**config.mk**
```make
export PLATFORM = sky130hd
export DESIGN_NAME = rst_seq
export DESIGN_NICKNAME = d
export VERILOG_FILES = /design/src/rtl/rst_seq.sv
export SDC_FILE = /design/constraint.sdc
export NUM_CORES = 1
export LEC_CHECK = 0
export BUFFER_PORTS_ARGS = -buffer_cell sky130_fd_sc_hd__buf_2
export CAP_MARGIN = 40
export CORE_MARGIN = 1
export CORE_UTILIZATION = 55
export DETAILED_ROUTE_END_ITERATION = 12
export PLACE_DENSITY = 0.75
export SYNTH_ARGS = -nofsm -noshare
export SYNTH_HDL_FRONTEND = slang
export SYNTH_SLANG_ARGS = --single-unit
```
**constraint.sdc**
```tcl
create_clock -name clk -period 2.3 [get_ports clk]
set_input_delay 0.115 -clock clk [delete_from_list [all_inputs] [get_ports clk]]
set_output_delay 0.115 -clock clk [all_outputs]
set_load 0.02 [all_outputs]
```
**src/rtl/rst_seq.sv**
```systemverilog
module rst_seq #(
  parameter int STARTUP_CYC = 7,
  parameter int QUAL_CYC    = 1,
  parameter int PROC_DLY    = 3,
  parameter int PERIPH_DLY  = 2,
  parameter int LEN_W       = 3
) (
  input  logic             clk,
  input  logic             por_n,
  input  logic             core_ok,
  input  logic             sm_det,
  input  logic             bod_det,
  input  logic             sm_en,
  input  logic             bod_en,
  input  logic             ext_req,
  input  logic [LEN_W-1:0] ext_len,
  output logic             core_rst_n,
  output logic             proc_rst_n,
  output logic             periph_rst_n,
  output logic             pin_rst_n,
  output logic [1:0]       rst_cause
);

  localparam int MAXA   = (STARTUP_CYC > QUAL_CYC) ? STARTUP_CYC : QUAL_CYC;
  localparam int MAXB   = (PROC_DLY > PERIPH_DLY) ? PROC_DLY : PERIPH_DLY;
  localparam int MAXC   = (MAXA > MAXB) ? MAXA : MAXB;
  localparam int CNT_W  = $clog2(MAXC + 1);
  localparam int PCNT_W = (1 << LEN_W) + 1;
  localparam int SH_W   = LEN_W + 1;

  typedef enum logic [2:0] {S_BOOT, S_QUAL, S_PROC, S_PERI, S_RUN} st_t;

  st_t               st;
  logic [CNT_W-1:0]  cnt;
  logic [PCNT_W-1:0] pcnt;
  logic [1:0]        ok_q, sm_q, bod_q, ext_q;
  logic              sm_s, bod_s, ext_s, evt, pend, hit_now, released;
  logic [SH_W-1:0]   sh;
  logic [PCNT_W-1:0] pin_len;

  always_ff @(posedge clk or negedge por_n) begin
    if (!por_n) begin
      ok_q  <= '0;
      sm_q  <= '0;
      bod_q <= '0;
      ext_q <= '0;
    end else begin
      ok_q  <= {ok_q[0], core_ok};
      sm_q  <= {sm_q[0], sm_det};
      bod_q <= {bod_q[0], bod_det};
      ext_q <= {ext_q[0], ext_req};
    end
  end

  assign sm_s     = sm_en & sm_q[1];
  assign bod_s    = bod_en & bod_q[1];
  assign ext_s    = ext_q[1];
  assign evt      = ~ok_q[1] | sm_s | bod_s | ext_s;
  assign pend     = ~(&ok_q) | (sm_en & (|sm_q)) | (bod_en & (|bod_q)) | (|ext_q);
  assign hit_now  = ~core_ok | (sm_en & sm_det) | (bod_en & bod_det);
  assign released = (st == S_PROC) | (st == S_PERI) | (st == S_RUN);
  assign sh       = SH_W'(ext_len) + SH_W'(1);
  assign pin_len  = PCNT_W'(1) << sh;

  always_ff @(posedge clk or negedge por_n) begin
    if (!por_n) begin
      st        <= S_BOOT;
      cnt       <= CNT_W'(STARTUP_CYC - 1);
      rst_cause <= 2'd0;
    end else begin
      case (st)
        S_BOOT: begin
          if (cnt == '0) begin
            st  <= S_QUAL;
            cnt <= CNT_W'(QUAL_CYC);
          end else cnt <= cnt - CNT_W'(1);
        end
        S_QUAL: begin
          if (evt) cnt <= CNT_W'(QUAL_CYC);
          else if (cnt == '0) begin
            st  <= S_PROC;
            cnt <= CNT_W'(PROC_DLY - 1);
          end else cnt <= cnt - CNT_W'(1);
        end
        default: begin
          if (evt) begin
            st        <= S_QUAL;
            cnt       <= CNT_W'(QUAL_CYC);
            rst_cause <= ~ok_q[1] ? 2'd0 : bod_s ? 2'd2 : sm_s ? 2'd1 : 2'd3;
          end else if (st != S_RUN) begin
            if (cnt == '0) begin
              if (st == S_PROC) begin
                st  <= S_PERI;
                cnt <= CNT_W'(PERIPH_DLY - 1);
              end else st <= S_RUN;
            end else cnt <= cnt - CNT_W'(1);
          end
        end
      endcase
    end
  end

  always_ff @(posedge clk or negedge por_n) begin
    if (!por_n) pcnt <= '0;
    else if (!released) pcnt <= pin_len;
    else if (pcnt != '0) pcnt <= pcnt - PCNT_W'(1);
  end

  assign core_rst_n   = released & ~pend & ~hit_now;
  assign proc_rst_n   = core_rst_n & ((st == S_PERI) | (st == S_RUN));
  assign periph_rst_n = core_rst_n & (st == S_RUN);
  assign pin_rst_n    = core_rst_n & (pcnt == '0);

endmodule

```
# After elaboration in Yosys (flattened, before gate mapping)

Index checks and enable logic that the tools add are counted.

Register bits: 25
Bits of input ports: 11
Output and inout port bits: 6

$add $sub $neg: 3
Eq/ne operators: 11
Shift-type cells: 1
Multiplexer cells: 21
Bitwise logic cells: 28
Reductions and logical operators: 13

Operator list:

| operator                                         | count |
|---|---|
| 2-to-1 mux 3 bit                                 | 14 |
| 2-to-1 mux 9 bit                                 | 2 |
| one-hot mux 3 bit (2 select lines)               | 2 |
| bitwise AND 1 bit                                | 11 |
| OR 1 bit                                         | 11 |
| zero test 9 bit                                  | 1 |
| nonzero test 9 bit                               | 1 |
| << shifter 1 x 4 -> 9 bit, first input constant  | 1 |
| subtractor 9 x 1 -> 9 bit, second input constant | 1 |
| OR reduction 2 bit                               | 4 |
| == test 3 x 2 -> 1 bit, second input constant    | 2 |
| zero test 3 bit                                  | 2 |
| 2-to-1 mux 2 bit                                 | 3 |
| != test 2 bit, second input constant             | 3 |
| != test 3 bit, second input constant             | 2 |
| inverter 1 bit                                   | 6 |
| AND reduction 2 bit                              | 3 |
| != test 5 x 3 -> 1 bit, second input constant    | 1 |
| AND reduction 5 bit                              | 1 |
| adder 3 x 1 -> 4 bit, second input constant      | 1 |
| nonzero test 4 bit                               | 1 |
| == test 3 x 1 -> 1 bit, second input constant    | 1 |
| == test 3 bit, second input constant             | 1 |
| subtractor 3 x 1 -> 3 bit, second input constant | 1 |
| != test 2 x 1 -> 1 bit, second input constant    | 1 |

# Depth between registers and ports, before layout

Depth after elaboration: 9
Mapped depth: 9
Depth with buffers taken out: 7

# Worst setup path after synthesis

OpenSTA, ideal clock, no wires.

Path kind: flip-flop to output port
Start: register bod_q[1]
End: output port proc_rst_n
Data arrival time: 1933 ps
Setup slack: 252 ps
Cell stages (with the launch flop): 5
Buffers on the path: 0
Cell sequence: dfrtp_1 -> a21boi_0 -> nand2_2 -> nor4b_2 -> nor2b_1

Longest elaborated chain between the ends: 8

Ends and longest elaborated chain:

| item                            | line | source |
|---|---|---|
| from (decl)                     | 36   | `logic [1:0] ok_q, sm_q, bod_q, ext_q;` |
| from (signal assigned)          | 50   | `bod_q <= {bod_q[0], bod_det};` |
| OR reduction 2 bit              | 59   | `assign pend = ~(&ok_q) \| (sm_en & (\|sm_q)) \| (bod_en & (\|bod_q)) \| (\|ext_q);` |
| bitwise AND 1 bit               | 59   |  |
| OR 1 bit (2 in series)          | 59   |  |
| inverter 1 bit                  | 109  | `assign core_rst_n = released & ~pend & ~hit_now;` |
| bitwise AND 1 bit (2 in series) | 109  |  |
| net core_rst_n                  | 17   | `output logic core_rst_n,` |
| bitwise AND 1 bit               | 110  | `assign proc_rst_n = core_rst_n & ((st == S_PERI) \| (st == S_RUN));` |
| to (decl)                       | 18   | `output logic proc_rst_n,` |

The timed path passes the listed nets, and every way through them passes these cells.

# Worst setup path after layout

Start: register st[1]
End: output port periph_rst_n

Longest elaborated chain between the ends: 6
Elaborated cells on any way between the ends: 8

Ends and longest elaborated chain:

| item                            | line | source |
|---|---|---|
| from (decl)                     | 33   | `st_t st;` |
| from (signal assigned)          | 67   | `st <= S_BOOT;` |
| from (signal assigned)          | 74   | `st <= S_QUAL;` |
| from (signal assigned)          | 81   | `st <= S_PROC;` |
| == test 3 x 2 -> 1 bit          | 61   | `assign released = (st == S_PROC) \| (st == S_PERI) \| (st == S_RUN);` |
| OR 1 bit (2 in series)          | 61   |  |
| bitwise AND 1 bit (2 in series) | 109  |  |
| bitwise AND 1 bit (*)           | 111  | `assign periph_rst_n = core_rst_n & (st == S_RUN);` |
| to (decl)                       | 19   | `output logic periph_rst_n,` |

Every way passes the cells marked *; elsewhere a longest branch is shown, timed or not.

==> metrics.md <==
| Metric | Value |
|---|---|
| # Max-Cap Violations | 0 |
| Critical Path RT | about 2200 ps |
| Port Buffers | 16 |
| Final wirelength | 2.90 mm |
| Area Growth Syn to Fin | 15.0% |
| Worst-path fanout max | 8 |
| Slew @ Worst Pin | ~560 ps |
| Syn_area_per_cell | roughly 9.4 sq um |
| Final setup skew | 10.7 ps |
| Mapped Area | 1380 sq um |
| Die area | 2710 sq um |
| Met1 usage | 34.4% |
| Setup TNS | 0 ps |
| RSZ-0062 raised after global routing | false |
| Final Net Count | 184 |
| HP Class | primary input to flop |
| Vias per inst | just under 6 |
| DRT iter0 DRCs | 20 |
| TritonCTS clock tree | done |
| Die X-Extent | between 50 and 60 microns |
| Max-slew violations | 0 |
| Post-synthesis sequential area ratio | between 40% and 50% |
| Relative slew slack | 62.8% |
| Fin Hold WS | 91.1 ps |
| Busiest layer in global routing | met2 |
| GRT Resource Usage Total | 25.3% |
| Max Root-Sink Buffers | 2 |
| Root buf cell | clkbuf_4 |
| Final ANT Viol Nets | 0 |
| Clk sink count | 25 |
| GR Overflow Total | 0 |
| Max rail drop VDD | 0.497 mV |
| Seq cells post-synth | 25 |
| M2 GR Usage | roughly 40% |
| Setup Viol. Count Final | 0 |
| Final period utilization | 93.8% |
| Wire per inst | ~15 microns |
| Max Freq | 464 MHz |
| Initial Utilization | 60.0% |
| Share of layout cells above drive strength 1 | between 10% and 20% |
| RePlAce Congestion | 0.779 |
| Yosys top cell area share | between 40% and 50% |
| Dpl hpwl | just over 2 mm |
| Largest net degree at the start of global routing | 26 |
| Core Box Area | 2300 sq um |
| Hold Fails Final Rpt | 0 |
| Clk_lat worst skew | 320 ps |
| Row count | 17 |
| DR DRC count | 0 |
| First-pass GRT wire length | 5.04 mm |
| Critical Path Sink Type | output pin |
| Vias in the first global route | 1170 |
| CTS buffer count | 3 |
| Design area | 1590 sq um |
| Area leader, netlist | dfrtp_1 |
| Diode count | 0 |
| Post-DP Area | 1500 sq um |
| Top cells by area, synth | dfrtp_1, a21oi_1, dfstp_2 |
| CP arrival | about 2000 ps |
| Pwr/cell area | approximately 740 nW/um^2 |
| Met3 GRT Util | 3.80% |
| CP Class | flop to output pin |
| Clock transition at path regs | around 150 ps |
| Top-level I/O count | 17 |
| Initial antenna violation count | 0 |
| # placed instances | between 150 and 200 |
| Status | finished clean |
| Mapped Nets | roughly 160 |
| Worst setup SP type | flop |
| Syn Inst Count | 147 |
| H-tree Lvls | 1 |
| Leakage Power | 0.711 nW |
| Die H | between 50 and 60 microns |
| Fin cells | 197 |
| Tmin final | approximately 2200 ps |
| Netlist cell types | 44 |
| Drt first pass iters | 4 |
| Ys Warns | 0 |
| DR vias | around 1200 |
==> cell usage in the layout (no fill, tap or decap), types with 2 or more instances in the layout <==
master	netlist	layout
mux2i_1	3	3
a21boi_0	2	2
and2_1	3	3
nor3b_1	2	2
and3_1	2	2
clkbuf_4	0	3
dlygate4sd3_1	0	5
or4_1	2	2
dfstp_2	2	2
nor3_1	3	3
ha_1	3	3
buf_4	0	5
xnor2_1	4	4
o211ai_1	2	2
nor4b_1	2	2
nand4_1	2	2
nand4b_1	3	3
dfrtp_1	23	23
nand2_1	5	5
buf_2	2	16
o32ai_1	2	2
a21oi_1	13	13
or3_1	2	2
nor2_1	14	14
o21bai_1	2	2
inv_1	8	8
nand3_1	6	6
o21ai_0	10	10
nor4_1	2	2
==> final cells by class <==
class	instances	area, sq um
Multi-Input combinational cell	106	697
Clock buffer	3	22.5
Tap cell	28	35.0
Inverter	8	30.0
Timing Repair Buffer	26	168
Fill cell	168	712
Clock inverter	1	5.00
Sequential cell	25	628
==> final timing paths <==
kind / from / to / slack [ps] / cells past startpoint
worst max-delay path: st[1] / periph_rst_n / 140 / 5
worst min-delay path: ext_len[1] / pcnt[5] / 90 / 2
worst max register to register: cnt[0] / cnt[2] / 250 / 7
worst min register to register: ext_q[0] / ext_q[1] / 380 / 0
max in group asynchronous: por_n / pcnt[4] / 1630 / 2
min in group asynchronous: por_n / cnt[0] / 300 / 2
==> kinds of logic after synthesis <==
family	after synthesis	share of synthesized area [%]
AO/OA/AOI/OAI	40	18.6
buffers and inverters	16	4.54
multiplexers	3	2.18
adder cells (fa/ha/maj)	3	2.72
XOR/XNOR	5	3.18
flip-flops	25	45.6
AND/OR/NAND/NOR	55	23.2
==> cell usage after synthesis, drive strengths merged <==
| cell type | count |
|---|---|
| o21ai | 10 |
| nor4b | 3 |
| nor4 | 2 |
| nor2 | 14 |
| a21o | 1 |
| o211ai | 2 |
| ha | 3 |
| a41oi | 1 |
| inv | 8 |
| a32oi | 1 |
| xor2 | 1 |
| o22a | 1 |
| and2 | 3 |
| and3 | 2 |
| a2111oi | 1 |
| nand2b | 1 |
| a21boi | 2 |
| dfrtp | 23 |
| or4 | 2 |
| nand4b | 3 |
| o41ai | 1 |
| nand2 | 6 |
| a41o | 1 |
| o21bai | 2 |
| or3 | 2 |
| o32a | 1 |
| o32ai | 2 |
| or2 | 1 |
| nand3 | 6 |
| or4b | 1 |
| buf | 2 |
| dfstp | 2 |
| clkbuf | 6 |
| nor3 | 3 |
| nor3b | 2 |
| a21oi | 13 |
| xnor2 | 4 |
| nand3b | 1 |
| a31oi | 1 |
| nor2b | 1 |
| nand4 | 2 |
| mux2i | 3 |
==> registers in the layout, indices dropped and copies added (netlist names) <==
signal and cells:
rst_cause 2, sm_q 2, st 3, pcnt 9, cnt 3, ok_q 2
ext_q 2, bod_q 2
==> metal layers <==
metal	part of all wire, %	vias to the layer above	routed length (microns)
met5	0	-	0
met2	47	16	1380
li1	-	582	-
met3	2.0	2	58
met1	50	575	1450
met4	0.59	0	17
==> timing repair <==
item / CTS / global route
hold endpoints to repair: 27 / 0
hold buffers: 5 / 0
setup buffers: 0 / 0
resized for setup: 0 / 1
setup endpoints to repair: 0 / 3
==> stage by stage <==
stage	utilization (%)	setup slack, ps	power (mW)
floorplan	-	252	0.848
finish	69.0	143	1.17
detailed placement	65.3	305	0.966
global route	69.0	5.61	1.25
global placement	65.3	395	0.949
CTS	68.6	66.6	1.17
==> worst max-delay path, cell delays in order, from the launching register on <==
cell     delay (ps)
dfrtp_1         510
nor2_1          300
mux2i_1         190
nor4b_4         380
and3_1          190
buf_2           160
==> power by group <==
part	switching [mW]	leakage, nW	total, mW	internal (mW)
Sequential	0.0553	0.307	0.550	0.494
Combinational	0.234	0.386	0.421	0.187
Clock	0.135	0.0177	0.200	0.0650
Total	0.424	0.711	1.17	0.746
No activity file was read; power rests on OpenSTA's default activity.
